File: config.mk
export PLATFORM = sky130hd
export DESIGN_NAME = vtg_top
export DESIGN_NICKNAME = d
export VERILOG_FILES = /design/src/rtl/vtg_pkg.sv /design/src/rtl/vtg_calc.sv /design/src/rtl/vtg_raster.sv /design/src/rtl/vtg_top.sv
export SDC_FILE = /design/constraint.sdc
export NUM_CORES = 2
export LEC_CHECK = 0
export ABC_AREA = 1
export BUFFER_PORTS_ARGS = -buffer_cell sky130_fd_sc_hd__buf_2
export CAP_MARGIN = 20
export CORE_ASPECT_RATIO = 0.7
export CORE_MARGIN = 8
export CORE_UTILIZATION = 40
export DETAILED_ROUTE_END_ITERATION = 12
export GPL_TIMING_DRIVEN = 0
export PLACE_DENSITY = 0.68
export SYNTH_ARGS = -nofsm -noshare
export SYNTH_HDL_FRONTEND = slang
export SYNTH_SLANG_ARGS = --single-unit
File: constraint.sdc
create_clock -name clk_i -period 16.8 [get_ports clk_i]
set_clock_uncertainty 0.2 [all_clocks]
set_input_delay 0.84 -clock clk_i [delete_from_list [all_inputs] [get_ports clk_i]]
set_output_delay 0.84 -clock clk_i [all_outputs]
set_load 0.01 [all_outputs]
File: src/rtl/vtg_pkg.sv
package vtg_pkg;
  typedef enum logic [1:0] {
    IF_SERIAL = 2'd0,
    IF_DP     = 2'd1,
    IF_HDMI   = 2'd2,
    IF_RSVD   = 2'd3
  } iface_e;

  localparam int HDMI_POS_LINES = 720;
endpackage

File: src/rtl/vtg_calc.sv
module vtg_calc
  import vtg_pkg::*;
#(
  parameter int H_W = 16,
  parameter int V_W = 16,
  parameter int B_W = 16,
  parameter int P_W = H_W + V_W + 2
) (
  input  iface_e         iface_i,
  input  logic           comp_i,
  input  logic           wide_i,
  input  logic [H_W-1:0] hpw_i,
  input  logic [H_W-1:0] hbp_i,
  input  logic [H_W-1:0] hact_i,
  input  logic [H_W-1:0] hfp_i,
  input  logic [V_W-1:0] vpw_i,
  input  logic [V_W-1:0] vbp_i,
  input  logic [V_W-1:0] vact_i,
  input  logic [V_W-1:0] vfp_i,
  input  logic [H_W-1:0] skew_i,
  input  logic [B_W-1:0] bytes_i,
  output logic [H_W-1:0] line_o,
  output logic [V_W-1:0] frame_o,
  output logic [H_W-1:0] h_beg_o,
  output logic [H_W-1:0] h_end_o,
  output logic [P_W-1:0] v_beg_o,
  output logic [P_W-1:0] v_end_o,
  output logic [P_W-1:0] dlen_o,
  output logic           sep_o,
  output logic           inv_o,
  output logic           bad_o
);
  logic [H_W+1:0] line_x;
  logic [V_W+1:0] frame_x;
  logic [B_W+1:0] b3;
  logic [P_W-1:0] vpre, vpost;
  logic           dp, hdmi;

  assign dp      = (iface_i == IF_DP);
  assign hdmi    = (iface_i == IF_HDMI);
  assign line_x  = (H_W+2)'(hpw_i) + (H_W+2)'(hbp_i) + (H_W+2)'(hact_i) + (H_W+2)'(hfp_i);
  assign frame_x = (V_W+2)'(vpw_i) + (V_W+2)'(vbp_i) + (V_W+2)'(vact_i) + (V_W+2)'(vfp_i);
  assign line_o  = line_x[H_W-1:0];
  assign frame_o = frame_x[V_W-1:0];
  assign h_beg_o = hpw_i + hbp_i;
  assign h_end_o = line_o - hfp_i - H_W'(1);

  assign vpre    = P_W'(vpw_i) + P_W'(vbp_i);
  assign vpost   = P_W'(frame_o) - P_W'(vfp_i);
  // DP shifts the vertical window by horizontal blanking amounts
  assign v_beg_o = vpre * P_W'(line_o) + P_W'(skew_i)
                 + (dp ? P_W'(hpw_i) + P_W'(hbp_i) : '0);
  assign v_end_o = vpost * P_W'(line_o) + P_W'(skew_i) - P_W'(1)
                 - (dp ? P_W'(hfp_i) : '0);

  assign b3 = ((B_W+2)'(bytes_i) + (B_W+2)'(2)) / (B_W+2)'(3);

  always_comb begin
    if (comp_i)                dlen_o = wide_i ? P_W'(b3 >> 1) : P_W'(b3);
    else if (wide_i && !dp)    dlen_o = P_W'(hact_i >> 1);
    else                       dlen_o = P_W'(hact_i);
  end

  assign sep_o = !comp_i || wide_i;
  assign inv_o = hdmi && (vact_i < V_W'(HDMI_POS_LINES));
  assign bad_o = (line_x == '0) || (line_x[H_W+1:H_W] != 2'b00)
              || (frame_x == '0) || (frame_x[V_W+1:V_W] != 2'b00)
              || (dlen_o > P_W'(hact_i));
endmodule

File: src/rtl/vtg_raster.sv
module vtg_raster #(
  parameter int H_W = 16,
  parameter int V_W = 16,
  parameter int P_W = H_W + V_W + 2
) (
  input  logic           clk_i,
  input  logic           rst_ni,
  input  logic           clr_i,
  input  logic           en_i,
  input  logic [H_W-1:0] line_i,
  input  logic [V_W-1:0] frame_i,
  output logic [H_W-1:0] h_o,
  output logic [V_W-1:0] v_o,
  output logic [P_W-1:0] pos_o
);
  always_ff @(posedge clk_i or negedge rst_ni) begin
    if (!rst_ni) begin
      h_o   <= '0;
      v_o   <= '0;
      pos_o <= '0;
    end else if (clr_i) begin
      h_o   <= '0;
      v_o   <= '0;
      pos_o <= '0;
    end else if (en_i) begin
      if (h_o == line_i - H_W'(1)) begin
        h_o <= '0;
        if (v_o == frame_i - V_W'(1)) begin
          v_o   <= '0;
          pos_o <= '0;
        end else begin
          v_o   <= v_o + V_W'(1);
          pos_o <= pos_o + P_W'(1);
        end
      end else begin
        h_o   <= h_o + H_W'(1);
        pos_o <= pos_o + P_W'(1);
      end
    end
  end
endmodule

File: src/rtl/vtg_top.sv
module vtg_top
  import vtg_pkg::*;
#(
  parameter int H_W = 16,
  parameter int V_W = 16,
  parameter int B_W = 16
) (
  input  logic           clk_i,
  input  logic           rst_ni,
  input  logic           start_i,
  input  logic [1:0]     iface_i,
  input  logic           comp_en_i,
  input  logic           wide_en_i,
  input  logic [H_W-1:0] hpw_i,
  input  logic [H_W-1:0] hbp_i,
  input  logic [H_W-1:0] hact_i,
  input  logic [H_W-1:0] hfp_i,
  input  logic [V_W-1:0] vpw_i,
  input  logic [V_W-1:0] vbp_i,
  input  logic [V_W-1:0] vact_i,
  input  logic [V_W-1:0] vfp_i,
  input  logic [H_W-1:0] skew_i,
  input  logic [B_W-1:0] line_bytes_i,
  output logic           hsync_o,
  output logic           vsync_o,
  output logic           act_o,
  output logic           dv_o,
  output logic           err_o
);
  localparam int P_W = H_W + V_W + 2;

  iface_e         iface_q;
  logic           comp_q, wide_q, run_q;
  logic [H_W-1:0] hpw_q, hbp_q, hact_q, hfp_q, skew_q;
  logic [V_W-1:0] vpw_q, vbp_q, vact_q, vfp_q;
  logic [B_W-1:0] bytes_q;

  logic [H_W-1:0] line, h_beg, h_end, h;
  logic [V_W-1:0] frame, v;
  logic [P_W-1:0] v_beg, v_end, dlen, pos;
  logic           sep_en, sync_inv, bad, go;
  logic           h_in, v_in, d_in;

  always_ff @(posedge clk_i or negedge rst_ni) begin
    if (!rst_ni) begin
      iface_q <= IF_SERIAL;
      comp_q  <= 1'b0;
      wide_q  <= 1'b0;
      run_q   <= 1'b0;
      hpw_q   <= '0;
      hbp_q   <= '0;
      hact_q  <= '0;
      hfp_q   <= '0;
      skew_q  <= '0;
      vpw_q   <= '0;
      vbp_q   <= '0;
      vact_q  <= '0;
      vfp_q   <= '0;
      bytes_q <= '0;
    end else if (start_i) begin
      iface_q <= iface_e'(iface_i);
      comp_q  <= comp_en_i;
      wide_q  <= wide_en_i;
      run_q   <= 1'b1;
      hpw_q   <= hpw_i;
      hbp_q   <= hbp_i;
      hact_q  <= hact_i;
      hfp_q   <= hfp_i;
      skew_q  <= skew_i;
      vpw_q   <= vpw_i;
      vbp_q   <= vbp_i;
      vact_q  <= vact_i;
      vfp_q   <= vfp_i;
      bytes_q <= line_bytes_i;
    end
  end

  vtg_calc #(.H_W(H_W), .V_W(V_W), .B_W(B_W), .P_W(P_W)) u_calc (
    .iface_i (iface_q),
    .comp_i  (comp_q),
    .wide_i  (wide_q),
    .hpw_i   (hpw_q),
    .hbp_i   (hbp_q),
    .hact_i  (hact_q),
    .hfp_i   (hfp_q),
    .vpw_i   (vpw_q),
    .vbp_i   (vbp_q),
    .vact_i  (vact_q),
    .vfp_i   (vfp_q),
    .skew_i  (skew_q),
    .bytes_i (bytes_q),
    .line_o  (line),
    .frame_o (frame),
    .h_beg_o (h_beg),
    .h_end_o (h_end),
    .v_beg_o (v_beg),
    .v_end_o (v_end),
    .dlen_o  (dlen),
    .sep_o   (sep_en),
    .inv_o   (sync_inv),
    .bad_o   (bad)
  );

  // settings are judged one cycle after start; a bad set never runs
  assign go    = run_q && !bad;
  assign err_o = run_q && bad;

  vtg_raster #(.H_W(H_W), .V_W(V_W), .P_W(P_W)) u_raster (
    .clk_i   (clk_i),
    .rst_ni  (rst_ni),
    .clr_i   (start_i),
    .en_i    (go),
    .line_i  (line),
    .frame_i (frame),
    .h_o     (h),
    .v_o     (v),
    .pos_o   (pos)
  );

  assign h_in = (h >= h_beg) && (h <= h_end);
  assign v_in = (pos >= v_beg) && (pos <= v_end);
  assign d_in = (h >= h_beg) && (P_W'(h - h_beg) < dlen);

  assign act_o   = go && h_in && v_in;
  assign dv_o    = sep_en ? (go && d_in && v_in) : act_o;
  assign hsync_o = (go && (h < hpw_q)) ^ sync_inv;
  assign vsync_o = (go && (v < vpw_q)) ^ sync_inv;
endmodule

# After elaboration in Yosys (flattened, before gate mapping)

Index checks and enable logic that the tools add are counted.
Widths: inputs -> output; s select.

Output and inout port bits: 5
Word-level logic and storage cells: 104
Bits in registers: 231
Input port bits: 167

Div/mod/pow operators: 1
Bitwise operators: 2
$mul: 2
Add/subtract/negate cells: 24
$lt $le $gt $ge: 9
Reduce and logical (&&, ||, !) cells: 28
Mux-type cells: 17
Equal/unequal tests: 4

Operators by type and width:

| operator              | number |
|---|---|
| $mux 34               | 5 |
| $mux 16               | 9 |
| $add 18x16->18        | 4 |
| $add 16x16->17        | 4 |
| $add 34x16->34        | 2 |
| $mul 34x16->34        | 2 |
| $sub 16x1->16 const B | 3 |
| $logic_not 18->1      | 2 |
| $mux 18               | 2 |
| $add 34x1->34 const B | 1 |
| $add 34x34->34        | 1 |
| $ge 34x34->1          | 1 |
| $gt 34x16->1          | 1 |
| $le 34x34->1          | 1 |
| $lt 34x34->1          | 1 |
| $sub 16x16->17        | 2 |
| $sub 34x1->34 const B | 1 |
| $sub 34x34->34        | 1 |
| $add 16x1->16 const B | 2 |
| $eq 16x16->1          | 2 |
| $lt 16x16->1          | 2 |
| $div 18x2->18 const B | 1 |
| $add 16x2->17 const B | 1 |
| $add 16x16->16        | 1 |
| other kinds (13)      | 35 |

# Longest topological paths before layout

Word-level depth: 13
Depth in mapped cells: 120
Gate-level depth less buffers: 118

# By module

A second synthesis with hierarchy kept.

Cell total of the unflattened synthesis: 6345
Area, all modules: 47418.0 um^2

By module, submodules not included:

| module     | cells an instance | times used | sequential area each (um^2) | area an instance (um^2) |
|---|---|---|---|---|
| vtg_calc   | 4051              | 1          | 0.0                         | 30939.7 |
| vtg_top    | 1481              | 1          | 4129.0                      | 11005.6 |
| vtg_raster | 813               | 1          | 1651.6                      | 5472.7 |

# Least setup slack after synthesis

Ideal clock, no wire load.

Kind: register to output
Start point: reg vbp_q[0]
End point: out dv_o
Required time: 15.760 ns
Path buffers: 1
Slack: 3.349 ns
Arrival time: 12.411 ns
Cell stages (with the launch flop): 66
Cell sequence: dfrtp_1 -> ha_1 -> fa_1 -> clkbuf_1 -> clkinv_1 -> fa_1 -> inv_1 -> ha_1 -> fa_1 -> xor2_1 -> ha_1 -> a21oi_1 -> o31ai_1 -> a21o_1 -> a21oi_1 -> o21bai_1 -> a21oi_1 -> or2_2 -> [... 30 more ...] -> nand3_1 -> nand2_1 -> nand3_1 -> nand2_1 -> nand3_1 -> nor2_1 -> a2111oi_0 -> xor2_1 -> ha_1 -> nand2_1 -> inv_1 -> nand3_1 -> nor4_1 -> a32o_1 -> o2111ai_1 -> a21oi_1 -> nand2_1 -> nand2_1

Word-level cells in the longest chain between the ends: 12
Elaborated cells between the ends (all ways): 27
Those cells by class: add/sub (10); mul (2); order compare (2); mux (1); reduce/logical (12)

RTL lines:

| element                                                   | line                           | text |
|---|---|---|
| start: declaration                                        | vtg_top.sv:35                  | `logic [V_W-1:0] vpw_q, vbp_q, vact_q, vfp_q;` |
| start signal: assignment                                  | vtg_top.sv:71                  | `vbp_q <= vbp_i;` |
| $add 16x16->17                                            | vtg_calc.sv:42, vtg_calc.sv:48 |  |
| $add 18x16->18 (2 in series)                              | vtg_calc.sv:42                 | `assign frame_x = (V_W+2)'(vpw_i) + (V_W+2)'(vbp_i) + (V_W+2)'(vact_i) + (V_W+2)'(vfp_i);` |
| $sub 16x16->17 / $logic_not 18->1 (equally long branches) | vtg_calc.sv:49, vtg_calc.sv:67 |  |
| $mul 34x16->34 / $logic_or 1x1->1 (equally long branches) | vtg_calc.sv:53, vtg_calc.sv:67 |  |
| $add 34x16->34 / $logic_or 1x1->1 (equally long branches) | vtg_calc.sv:53, vtg_calc.sv:67 |  |
| $sub 34x1->34 / $logic_or 1x1->1 (equally long branches)  | vtg_calc.sv:53, vtg_calc.sv:68 |  |
| $sub 34x34->34 / $logic_not 1->1 (equally long branches)  | vtg_calc.sv:54, vtg_top.sv:105 |  |
| $le 34x34->1 / $logic_and 1x1->1 (equally long branches)  | vtg_top.sv:121, vtg_top.sv:105 |  |
| $logic_and 1x1->1, on equally long branches               | vtg_top.sv:121, vtg_top.sv:124 |  |
| $logic_and 1x1->1 (*)                                     | vtg_top.sv:124                 | `assign act_o = go && h_in && v_in;` |
| named net act_o                                           | vtg_top.sv:26                  | `output logic act_o,` |
| $mux 1 (*)                                                | vtg_top.sv:125                 | `assign dv_o = sep_en ? (go && d_in && v_in) : act_o;` |
| end: declaration                                          | vtg_top.sv:27                  | `output logic dv_o,` |

Mark *: on every way through the listed nets, which the timed path passes. The rest lies on a longest branch.

# Worst setup path in the final report

Start point: reg hpw_q[2]
End point: out dv_o

Word-level cells in the longest chain between the ends: 13
Elaborated cells between the ends (all ways): 37
Those cells by class: add/sub (13); mul (2); order compare (5); mux (2); reduce/logical (15)

RTL lines:

| element                                                                 | line           | text |
|---|---|---|
| start: declaration                                                      | vtg_top.sv:34  | `logic [H_W-1:0] hpw_q, hbp_q, hact_q, hfp_q, skew_q;` |
| start signal: assignment                                                | vtg_top.sv:65  | `hpw_q <= hpw_i;` |
| parallel branches: the longest is 12 deep, another holds $mul 34x16->34 | --             |  |
| $mux 1 (*)                                                              | vtg_top.sv:125 |  |

Mark *: on every way between the ends.

==> out/metrics.yaml <==
status: "completed"
synthXorXnorAreaFrac_pct: 4.51
placementRows: 102
yosys.area_share.simple_pct: 22.2
crit_buf_inv: 13
die-area_um2: 122000
hold_viol: 0
ant_nets: 0
r2r_setup_slack_ps: 1040
io_buffers: 170
grt.overflow.total: 0
via_count: 39800
reg2reg_from: "bytes_q[2]$_DFFE_PN0P_"
critPathLaunchType: "flip-flop"
place_inst: 7388
crit_path_max_incr_delay_ps: 710
slew_violations: 0
wl_per_cell_um: 21.4
synth_compound_area_share_pct: 8.65
die_x_um: 414
die_h_um: 294
syn_area_um2: 44300
grt_max_degree: 104
grt_pass1_vias: 38300
layout_common_cells: "nand2_1, inv_1, fa_1"
worstSkewPairLatency_ps: 660
hold_start: "line_bytes_i[13]"
utilization_pct: 44.6
finalCriticalPeriod_ps: 16290
grt_pass1_wl_um: 239000
nNetsFinal: 7242
ys.flop_type: "dfrtp_1"
synth_top_area_cell: "fa_1"
path_class: "reg -> out"
setup_violations: 0
tns_ps: 0
start_util_pct: 40.2
async_flop_share_pct: 100
reg2reg_depth: 104
place.gp.congestion: 0.993
cts_buffer_depth: 3
wl_um: 160000
crit_slowest_cell: "clkbuf_1"
clock_sinks: 231
critPathRequiredTime_ps: 15760
clock.fmax_mhz: 61.4
instances_no_fill: 7490
drv_cap: 0
gr-usage-all-layers_pct: 25.8
drt_first_iter_violations: 4317
min_path_type: "in -> reg"
viasPerCell: 5.31
fin_crit_sh_pct: 96.9
drive_above_1_share_pct: 11.0
drtPass1Iterations: 7
hold_end: "bytes_q[13]$_DFFE_PN0P_"
synthAdderAreaFrac_pct: 40.0
netlist_instances: 5749
synth_cell_types: 66
ys_warn_count: 0
antenna_found_initial: 9
final_common_cell: "nand2_1"
hold_depth: 3
ys_top_cells_by_area: "fa_1, ha_1, dfrtp_1, nand2_1, inv_1"
numCtsBuffers: 28
cp-end-kind: "output port"
ys_ff_latch: 231
cts_tree: "built"
synth_edf_count: 0
syn_avg_cell_area_um2: 7.70
synth_top_family_by_area: "adder cells"
relSlewSlack_pct: 17.8
mappedNetlistNets: 6980
synth_mux_area_share_pct: 0
worst_slew_pin_slew_ps: 1220
cp_common_cell: "nand2_1"
critical_path.top_delay_family: "adder cells"
syn2layout_area_growth_pct: 10.9
ctsRootBufferMaster: "clkbuf_16"
ioPinCount: 172
htree_levels: 1
seq_area_frac_synth_pct: 13.1
core_um2: 110000
synth_top_cell_area_share_pct: 26.6
arrival_ps: 15250
reg2reg_to: "u_raster.v_o[1]$_DFFE_PN0P_"
hpwl_um: 136000
path_clk_slew_ps: 70
drcViolationCount: 0
worstPathMaxFanout: 10
[final cells by class]
class / count / area, µm²
buffer: 135 / 597
sequential: 231 / 5780
antenna: 3 / 7.51
inverter: 1200 / 4560
fill: 11000 / 61000
tap: 1456 / 1820
timing repair buffer: 239 / 1500
clock buffer: 36 / 781
clock inverter: 14 / 238
multi-input combinational: 4174 / 33800
timing repair inverter: 2 / 10.0
[sequential cells by signal, indices dropped and copies added (netlist names)]
name / count
bytes_q: 16
comp_q: 1
hact_q: 16
hbp_q: 16
hfp_q: 16
hpw_q: 16
iface_q: 2
run_q: 1
skew_q: 16
u_raster.h_o: 16
u_raster.pos_o: 34
u_raster.v_o: 16
vact_q: 16
vbp_q: 16
vfp_q: 16
vpw_q: 16
wide_q: 1
[stage by stage]
stage | cell area [µm²] | hold WS, ps | setup WS, ps
CTS | 48300 | 174 | -4.39
global placement | 47000 | 262 | -1330
finish | 49100 | 209 | 514
floorplan | 44300 | 246 | 3350
detailed placement | 47200 | 268 | -1070
global route | 49100 | 216 | -51.7
[how the worst max path moves through the flow]
stage                           startpoint    to  slack, ps  depth (start not counted)
floorplan             vbp_q[0]$_DFFE_PN0P_  dv_o       3350                         65
global placement      vpw_q[0]$_DFFE_PN0P_  dv_o      -1330                         65
detailed placement    vpw_q[0]$_DFFE_PN0P_  dv_o      -1070                         67
CTS                   vpw_q[0]$_DFFE_PN0P_  dv_o         -4                         66
global route        bytes_q[1]$_DFFE_PN0P_  dv_o        -50                        105
finish                hpw_q[2]$_DFFE_PN0P_  dv_o        510                         65
[worst min-delay path: stages]
cell and delay (ps):
buf_2 70, nand2_1 40, nand2_1 50
[cells by family (layout without fill, tap and decap cells)]
logic type / after synthesis / count (layout)
DFF: 231 / 231
xor gates and xnor gates: 228 / 228
adders and majority gates: 1064 / 1064
other: 0 / 3
and+or+nand+nor: 2212 / 2212
AOI/OAI and AO/OA: 670 / 670
buffers and inverters: 1344 / 1626
[synth_stat cells (all sizes together) (29+ instances only)]
library cell,count
dfrtp,231
or2,52
xor2,147
a21oi,266
nor3,45
nand3,217
fa,589
o21bai,32
nor2,445
o22ai,29
clkbuf,130
inv,1181
nand2,1348
o21ai,234
xnor2,81
nand4,68
ha,475
[routing by layer]
layer	vias up	global-route usage, %	routed length, µm
met3	220	7.50	21600
met1	19200	40.2	72800
met5	-	0.962	436
li1	18400	-	-
met2	1952	34.6	60800
met4	14	5.65	4280
[timing repair]
action	4_1_cts	5_1_grt
pin swaps	0	22
gates resized for setup	19	113
setup endpoints to repair	4	71
gates cloned	0	2
buffers inserted	5	48
hold endpoints to repair	60	0
hold buffers	1	0
Power is left out: the tool's default activity adds up to more than one toggle a clock period on the data nets, which glitch-free logic cannot reach.
